==> config.mk <==
export PLATFORM = sky130hd
export DESIGN_NAME = dual_pwm_core
export DESIGN_NICKNAME = d
export VERILOG_FILES = /design/src/rtl/pwm2_pkg.sv /design/src/rtl/pwm_cfg_shadow.sv /design/src/rtl/pwm_period_counter.sv /design/src/rtl/pwm_channel_out.sv /design/src/rtl/dual_pwm_core.sv
export SDC_FILE = /design/constraint.sdc
export NUM_CORES = 1
export LEC_CHECK = 0
export BUFFER_PORTS_ARGS = -buffer_cell sky130_fd_sc_hd__buf_2
export CAP_MARGIN = 20
export CORE_AREA = 8 8 123 238
export CTS_BUF_LIST = sky130_fd_sc_hd__clkbuf_8
export DETAILED_ROUTE_END_ITERATION = 10
export DIE_AREA = 0 0 131 246
export PLACE_DENSITY = 0.77
export SLEW_MARGIN = 20
export SYNTH_ARGS = -nofsm -noshare
export SYNTH_HDL_FRONTEND = slang
export SYNTH_SLANG_ARGS = --single-unit
==> constraint.sdc <==
create_clock -name clk -period 83.4 [get_ports clk]
set_input_delay 16.68 -clock clk [delete_from_list [all_inputs] [get_ports clk]]
set_output_delay 16.68 -clock clk [all_outputs]
set_load 0.005 [all_outputs]
==> src/rtl/pwm2_pkg.sv <==
package pwm2_pkg;
    typedef enum logic [1:0] {
        SEL_PERIOD = 2'd0,
        SEL_DUTY   = 2'd1,
        SEL_PHASE  = 2'd2,
        SEL_NONE   = 2'd3
    } cfg_sel_e;
endpackage

==> src/rtl/pwm_cfg_shadow.sv <==
module pwm_cfg_shadow #(
    parameter int W           = 16,
    parameter int DEF_PERIOD  = 100,
    parameter int DEF_DUTY    = 50,
    parameter int DEF_PHASE   = 0
) (
    input  logic         clk,
    input  logic         rst,
    input  logic [1:0]   wr_sel,
    input  logic [W-1:0] wr_data,
    input  logic         wr_en,
    input  logic         commit,
    input  logic         apply,
    output logic [W-1:0] period_o,
    output logic [W-1:0] duty_o,
    output logic [W-1:0] phase_o
);
    import pwm2_pkg::*;

    localparam logic [W-1:0] RST_PER = (DEF_PERIOD < 1) ? W'(1) : W'(DEF_PERIOD);
    localparam logic [W-1:0] RST_DUT = W'(DEF_DUTY);
    localparam logic [W-1:0] RST_PHS = W'(DEF_PHASE % ((DEF_PERIOD < 1) ? 1 : DEF_PERIOD));

    typedef struct packed {
        logic [W-1:0] per;
        logic [W-1:0] dut;
        logic [W-1:0] phs;
    } cfg_t;

    typedef struct packed {
        cfg_t pend;
        cfg_t stg;
        logic stg_vld;
        cfg_t act;
    } shadow_t;

    shadow_t st_d, st_q;
    logic [W-1:0] snap_per;

    always_comb begin
        st_d     = st_q;
        snap_per = (st_q.pend.per == '0) ? W'(1) : st_q.pend.per;
        if (apply && st_q.stg_vld) begin
            st_d.act     = st_q.stg;
            st_d.stg_vld = 1'b0;
        end
        if (commit) begin
            st_d.stg.per = snap_per;
            st_d.stg.dut = st_q.pend.dut;
            st_d.stg.phs = st_q.pend.phs % snap_per;
            st_d.stg_vld = 1'b1;
        end
        if (wr_en) begin
            unique case (cfg_sel_e'(wr_sel))
                SEL_PERIOD: st_d.pend.per = wr_data;
                SEL_DUTY:   st_d.pend.dut = wr_data;
                SEL_PHASE:  st_d.pend.phs = wr_data;
                default:    ;
            endcase
        end
    end

    always_ff @(posedge clk) begin
        if (rst) begin
            st_q.pend    <= '{per: RST_PER, dut: RST_DUT, phs: RST_PHS};
            st_q.stg     <= '{per: RST_PER, dut: RST_DUT, phs: RST_PHS};
            st_q.stg_vld <= 1'b0;
            st_q.act     <= '{per: RST_PER, dut: RST_DUT, phs: RST_PHS};
        end else begin
            st_q <= st_d;
        end
    end

    assign period_o = st_q.act.per;
    assign duty_o   = st_q.act.dut;
    assign phase_o  = st_q.act.phs;
endmodule

==> src/rtl/pwm_period_counter.sv <==
module pwm_period_counter #(
    parameter int W = 16
) (
    input  logic         clk,
    input  logic         rst,
    input  logic [W-1:0] period,
    output logic [W-1:0] cnt_o,
    output logic         wrap_o
);
    typedef struct packed {
        logic [W-1:0] cnt;
    } ctr_t;

    ctr_t ct_d, ct_q;
    logic last;

    always_comb begin
        ct_d = ct_q;
        last = ({1'b0, ct_q.cnt} + 1'b1) >= {1'b0, period};
        if (last) begin
            ct_d.cnt = '0;
        end else begin
            ct_d.cnt = ct_q.cnt + 1'b1;
        end
    end

    always_ff @(posedge clk) begin
        if (rst) begin
            ct_q.cnt <= '0;
        end else begin
            ct_q <= ct_d;
        end
    end

    assign cnt_o  = ct_q.cnt;
    assign wrap_o = last;
endmodule

==> src/rtl/pwm_channel_out.sv <==
module pwm_channel_out #(
    parameter int W = 16
) (
    input  logic         clk,
    input  logic         rst,
    input  logic [W-1:0] cnt,
    input  logic [W-1:0] offset,
    input  logic [W-1:0] period,
    input  logic [W-1:0] duty,
    output logic         pwm_o
);
    typedef struct packed {
        logic lvl;
    } ch_t;

    ch_t ch_d, ch_q;
    logic [W:0]   sum;
    logic [W-1:0] local_cnt;

    always_comb begin
        ch_d = ch_q;
        sum  = {1'b0, cnt} + {1'b0, offset};
        if (sum >= {1'b0, period}) begin
            local_cnt = W'(sum - {1'b0, period});
        end else begin
            local_cnt = sum[W-1:0];
        end
        ch_d.lvl = (local_cnt < duty);
    end

    always_ff @(posedge clk) begin
        if (rst) begin
            ch_q.lvl <= 1'b0;
        end else begin
            ch_q <= ch_d;
        end
    end

    assign pwm_o = ch_q.lvl;
endmodule

==> src/rtl/dual_pwm_core.sv <==
module dual_pwm_core #(
    parameter int W          = 16,
    parameter int DEF_PERIOD = 100,
    parameter int DEF_DUTY   = 50,
    parameter int DEF_PHASE  = 0
) (
    input  logic         clk,
    input  logic         rst,
    input  logic [1:0]   cfg_addr,
    input  logic [W-1:0] cfg_data,
    input  logic         cfg_wr,
    input  logic         cfg_commit,
    output logic         pwm_a,
    output logic         pwm_b
);
    localparam int NUM_CH = 2;

    logic [W-1:0] act_period;
    logic [W-1:0] act_duty;
    logic [W-1:0] act_phase;
    logic [W-1:0] cnt_val;
    logic         cnt_wrap;
    logic [W-1:0] ch_offset [NUM_CH];
    logic         ch_level  [NUM_CH];

    pwm_cfg_shadow #(
        .W(W), .DEF_PERIOD(DEF_PERIOD), .DEF_DUTY(DEF_DUTY), .DEF_PHASE(DEF_PHASE)
    ) u_shadow (
        .clk(clk), .rst(rst),
        .wr_sel(cfg_addr), .wr_data(cfg_data), .wr_en(cfg_wr),
        .commit(cfg_commit), .apply(cnt_wrap),
        .period_o(act_period), .duty_o(act_duty), .phase_o(act_phase)
    );

    pwm_period_counter #(.W(W)) u_counter (
        .clk(clk), .rst(rst), .period(act_period),
        .cnt_o(cnt_val), .wrap_o(cnt_wrap)
    );

    assign ch_offset[0] = '0;
    assign ch_offset[1] = act_phase;

    for (genvar g = 0; g < NUM_CH; g++) begin : g_ch
        pwm_channel_out #(.W(W)) u_ch (
            .clk(clk), .rst(rst), .cnt(cnt_val), .offset(ch_offset[g]),
            .period(act_period), .duty(act_duty), .pwm_o(ch_level[g])
        );
    end

    assign pwm_a = ch_level[0];
    assign pwm_b = ch_level[1];
endmodule

==> metrics, run 1 <==
Tmin final 31.19 ns; total gr overflow 0; share of cells above drive strength 1 7.69%; initial DRC count 1121; Hold Path Depth 2; Via density 6.64; Clock Tree Buf Depth 2; Netlist Area Pre-Place 0.0167 mm²; H-Tree Depth 4; Starting Density 64.0%; largest area contributor in the netlist dfxtp_1; Post-CTS Setup Bufs 0; Layout area overhead 4.77%; r2r setup slk 52.21 ns; worst path bufs/invs 10; largest net degree at the start of global routing 75; max-cap violation count 0; main area contributors after synthesis dfxtp_1 (19%), ha_1 (16%), a21oi_1 (6.6%); Least-Margin Pin Slew 1.12 ns; die width 131 µm; num rows 84; Crit path largest cell delay 0.72 ns; DRT Pass-1 Iters 6; die height 246 µm; critical path fanouts, max 19; final setup fails 0; Hold Path Class flop to flop; Routed Antenna Nets 0; I/O Pins 24; hold path endpoint u_shadow.st_q[115]$_SDFFE_PP0P_; # resized after CTS 0; syn avg cell area 7.54 µm²; asr flop ratio synth 0%; post-layout util 67.0%; syn nets 2462; floorplan core area 0.0262 mm²; final count of pins violating max slew 0; Max-slew headroom 24.8%; Detailed Place HPWL 44.8 mm; I/O Buffers 23; worst reg2reg path startpoint u_shadow.st_q[144]$_SDFFE_PP0P_; CP Data Required Time 83.74 ns; routed length per instance 22.7 µm; sequential-to-total area share from yosys stat 19.5%; Yosys top cell area share 19.5%; slowest CP cell o21ai_0; Die Area 0.0322 mm²; # DRC 0; Synth cell types 97; clk_skew 0.0246 ns; vias 17000; arrival time at the worst endpoint 31.53 ns; status completed; Hold Crit Start u_shadow.st_q[115]$_SDFFE_PP0P_; Worst R2R End u_shadow.st_q[64]$_SDFFE_PP0P_; Clk Tree Root Cell clkbuf_8; Cells after Synth 2219; worst-skew pair later-pin latency 0.48 ns; YS warnings 0; Total Routing Usage GR 35.9%; first-pass GRT wire length 88.3 mm; TritonCTS Buffers 17; initial antenna violation count 2; Final Cycle Share 37.4%; top_reg_cell synth dfxtp_1; Worst Reg2Reg Path Length in Cells 122; most common cell after layout, fill and taps aside nand2_1; CP Class flop to flop; # clock sinks 163; CTS clk-pin slew, worst paths 0.11 ns; unrepaired setup endpoints after global routing false; # hold bufs at CTS 0; Setup crit end kind flop; Final nets 2440; Placer Congestion 1.03; TritonCTS clock tree done; number of synthesized register bits 163; Fin. Hold Viols 0; Routed Wire Length 57.9 mm; Hold Slack 0.466 ns; type of origin of the critical path flop; Setup TNS 0 ns; EDFF count, synth 0; vias in the first global route 16700; Worst path top cell family by delay compound AO/OA/AOI/OAI gates; most used cell, CP ha_1; fmax 32.1 MHz; commonest non-fill, non-tap cells in the layout nand2_1 (259), a21oi_1 (221), ha_1 (217), nor2_1 (174), dfxtp_1 (162)
==> cells in the mapped netlist, drive strengths merged, types with 5 or more instances <==
library cell  instances
nand2b               27
xnor2                81
mux2                 17
nand2               260
nand3                85
a21boi               10
o31ai                17
dfxtp               163
or3                  14
o22ai                 8
a21o                 69
ha                  217
and2                 16
o21ai               104
a221oi                5
o21bai               18
o41ai                10
a21oi               224
a311oi               10
nor3                 43
o21a                 34
or4                   7
nor3b                 7
o211ai               27
buf                  21
inv                 119
clkbuf               66
nand4                27
o2111ai               6
o31a                  6
nor2                174
a211oi               21
nor4                 14
a211o                14
mux2i                38
or2                  14
o311ai                5
nor2b                42
and3                 24
a31o                 19
a31oi                18
xor2                 51
==> state kept, by name, indices dropped and copies added, names as in the netlist <==
register,cells
u_shadow.phase_o,16
u_shadow.duty_o,16
g_ch.u_ch.pwm_o,2
u_counter.cnt_o,16
u_shadow.period_o,16
u_shadow.st_q,97
==> metrics by stage <==
step	instance area (µm²)	setup slack, ns	std cells
6_report	17500	52.21	2555
5_1_grt	17500	50.27	2555
4_1_cts	17500	52.78	2554
3_5_place_dp	17100	52.91	2522
3_3_place_gp	17100	53.61	2522
2_1_floorplan	16700	56.82	2219
==> cell families (layout without fill, tap and decap cells) <==
kind of cell / after synthesis / in the layout / synth area share (%)
other: 0 / 1 / 0
XOR/XNOR: 132 / 132 / 6.91
flip-flops: 163 / 163 / 19.5
buffers and inverters: 208 / 199 / 4.95
AND/OR/NAND/NOR: 771 / 771 / 21.8
multiplexers: 55 / 55 / 3.44
AO/OA/AOI/OAI: 669 / 669 / 26.7
adder cells (fa/ha/maj): 221 / 221 / 16.7
==> layout make-up <==
type	instances	area [µm²]
fillers	2311	8630
clock inverters	15	191
multi-input cells	1848	12700
diodes	1	2.50
inverters	121	455
well taps	344	430
flip-flops and latches	163	3260
repair buffers	46	290
clock buffers	17	234
==> tightest hold or removal path, cell delays in order (launching register included) <==
cell	delay, ns
dfxtp_1	0.33
nand2_1	0.05
a21oi_1	0.05
==> metal layers <==
layer | vias up | part of all wire (%) | track usage, %
met4 | 2 | 12 | 39.0
met1 | 7917 | 32 | 30.8
met2 | 675 | 50 | 63.3
li1 | 8024 | - | -
met3 | 347 | 5.8 | 7.91
met5 | - | 0.026 | 0
==> worst max-delay path by stage <==
stage                                          startpoint                              to  slack [ns]  depth (start not counted)
after floorplan           u_shadow.st_q[144]$_SDFFE_PP0P_  u_shadow.st_q[64]$_SDFFE_PP0P_       56.82                        128
after global placement    u_shadow.st_q[144]$_SDFFE_PP0P_  u_shadow.st_q[64]$_SDFFE_PP0P_       53.61                        122
after detailed placement  u_shadow.st_q[144]$_SDFFE_PP0P_  u_shadow.st_q[64]$_SDFFE_PP0P_       52.91                        125
after CTS                 u_shadow.st_q[144]$_SDFFE_PP0P_  u_shadow.st_q[64]$_SDFFE_PP0P_       52.78                        125
after global routing      u_shadow.st_q[144]$_SDFFE_PP0P_  u_shadow.st_q[50]$_SDFFE_PP0P_       50.27                        123
final                     u_shadow.st_q[144]$_SDFFE_PP0P_  u_shadow.st_q[64]$_SDFFE_PP0P_       52.21                        122
Power of run 1 is not shown: default switching activity piles up to over one toggle a cycle in this logic, so the estimate is an artifact.
==> run 2: changes to the inputs <==
- clock period: 83.4 -> 29.1 ns (I/O delays scaled with it)
==> metrics, run 2 (same netlist as run 1, synthesis figures left out) <==
status completed; I/O Pins 24; die height 246 µm; TritonCTS clock tree done; hold path endpoint u_shadow.period_o[15]$_SDFFE_PP0P_; largest net degree at the start of global routing 74; Hold Crit Start u_shadow.st_q[96]$_SDFFE_PP0P_; Hold Path Class flop to flop; Total Routing Usage GR 36.6%; CP Class flop to flop; TritonCTS Buffers 17; r2r setup slk 1.27 ns; CTS clk-pin slew, worst paths 0.11 ns; Setup WS post-layout 1.27 ns; # clock sinks 163; # DRC 0; # hold bufs at CTS 0; first-pass GRT wire length 90.2 mm; most used cell, CP ha_1; slowest CP cell or4_4; Starting Density 64.0%; Biggest register u_shadow.st_q; Worst Reg2Reg Path Length in Cells 124; fmax 35.9 MHz; type of origin of the critical path flop; routed length per instance 22.6 µm; post-place setup slack -0.762 ns; share of cells above drive strength 1 11.8%; Via density 6.57; Worst R2R End u_shadow.st_q[64]$_SDFFE_PP0P_; Fin. Hold Viols 0; final setup fails 0; Detailed Place HPWL 45.6 mm; flip-flop count of the largest register after layout 97; worst-skew pair later-pin latency 0.48 ns; clk_skew 0.0183 ns; Die Area 0.0322 mm²; CP Data Required Time 29.43 ns; Max-slew headroom 21.8%; critical path fanouts, max 15; vias in the first global route 17000; max-cap violation count 0; H-Tree Depth 4; final count of pins violating max slew 0; Tmin final 27.83 ns; Clock Tree Buf Depth 2; floorplan core area 0.0262 mm²; commonest non-fill, non-tap cells in the layout nand2_1 (256), ha_1 (215), a21oi_1 (210), nor2_1 (173), dfxtp_1 (161); Fillers 2315; Routed Wire Length 59.0 mm; initial DRC count 1006; vias 17100; Final nets 2491; I/O Buffers 23; Routed Antenna Nets 0; Placer Congestion 1.01; initial antenna violation count 2; Setup crit end kind flop; die width 131 µm; Layout area overhead 9.12%; worst reg2reg path startpoint u_shadow.st_q[142]$_SDFFE_PP0P_; post-layout util 69.8%; num rows 84; total gr overflow 0; Clk Tree Root Cell clkbuf_8; DRT Pass-1 Iters 7; Hold Path Depth 2; Least-Margin Pin Slew 1.17 ns; most common cell after layout, fill and taps aside nand2_1; Final Cycle Share 95.6%; Crit path largest cell delay 0.60 ns; arrival time at the worst endpoint 28.16 ns
[run 2: cell types whose count changed in the layout (fill, tap and decap cells not counted), moves of 3 or more]
| cell | change |
|---|---|
| a211oi_1 | -3 |
| a21oi_1 | -11 |
| a21oi_2 | +10 |
| a31oi_1 | -3 |
| a31oi_4 | +3 |
| buf_4 | +49 |
| nand2_1 | -3 |
| o21ai_0 | -7 |
| o21ai_1 | +5 |
| or4_1 | -3 |
| or4_4 | +3 |
| xnor2_1 | -3 |
| xnor2_2 | +3 |
[run 2: through the flow]
step | std cells | setup TNS [ns] | area (µm²) | hold slack [ns]
after floorplan | 2219 | 0 | 16700 | 0.436
after global placement | 2545 | -0.0674 | 17300 | 0.445
after detailed placement | 2545 | -10.0 | 17300 | 0.454
after CTS | 2578 | 0 | 17700 | 0.468
after global routing | 2606 | -2.76 | 18300 | 0.487
final | 2608 | 0 | 18300 | 0.468
[run 2: worst max-delay path by stage]
stage,startpoint,to,slack [ns],depth (start not counted)
2_1_floorplan,u_shadow.st_q[144]$_SDFFE_PP0P_,u_shadow.st_q[64]$_SDFFE_PP0P_,2.52,128
3_3_place_gp,u_shadow.st_q[142]$_SDFFE_PP0P_,u_shadow.st_q[64]$_SDFFE_PP0P_,-0.07,122
3_5_place_dp,u_shadow.st_q[142]$_SDFFE_PP0P_,u_shadow.st_q[64]$_SDFFE_PP0P_,-0.76,122
4_1_cts,u_shadow.st_q[142]$_SDFFE_PP0P_,u_shadow.st_q[64]$_SDFFE_PP0P_,0.02,123
5_1_grt,u_shadow.st_q[142]$_SDFFE_PP0P_,u_shadow.st_q[64]$_SDFFE_PP0P_,-0.30,128
6_report,u_shadow.st_q[142]$_SDFFE_PP0P_,u_shadow.st_q[64]$_SDFFE_PP0P_,1.27,124
[run 2: worst max-delay path: cells and delay by family (launching register included)]
kind	cells	cell delay [ns]
buf+inv	9	1.24
mux	4	1.35
flops	1	0.38
fa+ha+maj	15	4.95
simple gates	39	7.54
compound gates	57	12.14
[run 2: routing by layer]
layer  vias to the layer above  GRT usage, %  routed length [µm]
met5                         -             0                  10
met4                         2          38.3                7070
met3                       361          8.06                3260
met2                       680          64.5               29700
met1                      7985          32.0               19000
li1                       8114             -                   -
[run 2: final cells by class]
type,count,area [µm²],share of cell area (%)
timing repair buffer,97,681,3.73
inverter,121,455,2.49
clock inverter,15,195,1.07
sequential,163,3270,17.9
clock buffer,17,234,1.28
multi-input combinational,1848,13000,71.2
antenna,3,7.51,0.0411
tap,344,430,2.36
[run 2: timing repair]
action	CTS	global route
gates resized for setup	7	69
setup endpoints to repair	16	16
hold endpoints to repair	0	0
setup buffers	1	27
pin swaps	1	28
Power of run 2 is left out for the same reason.
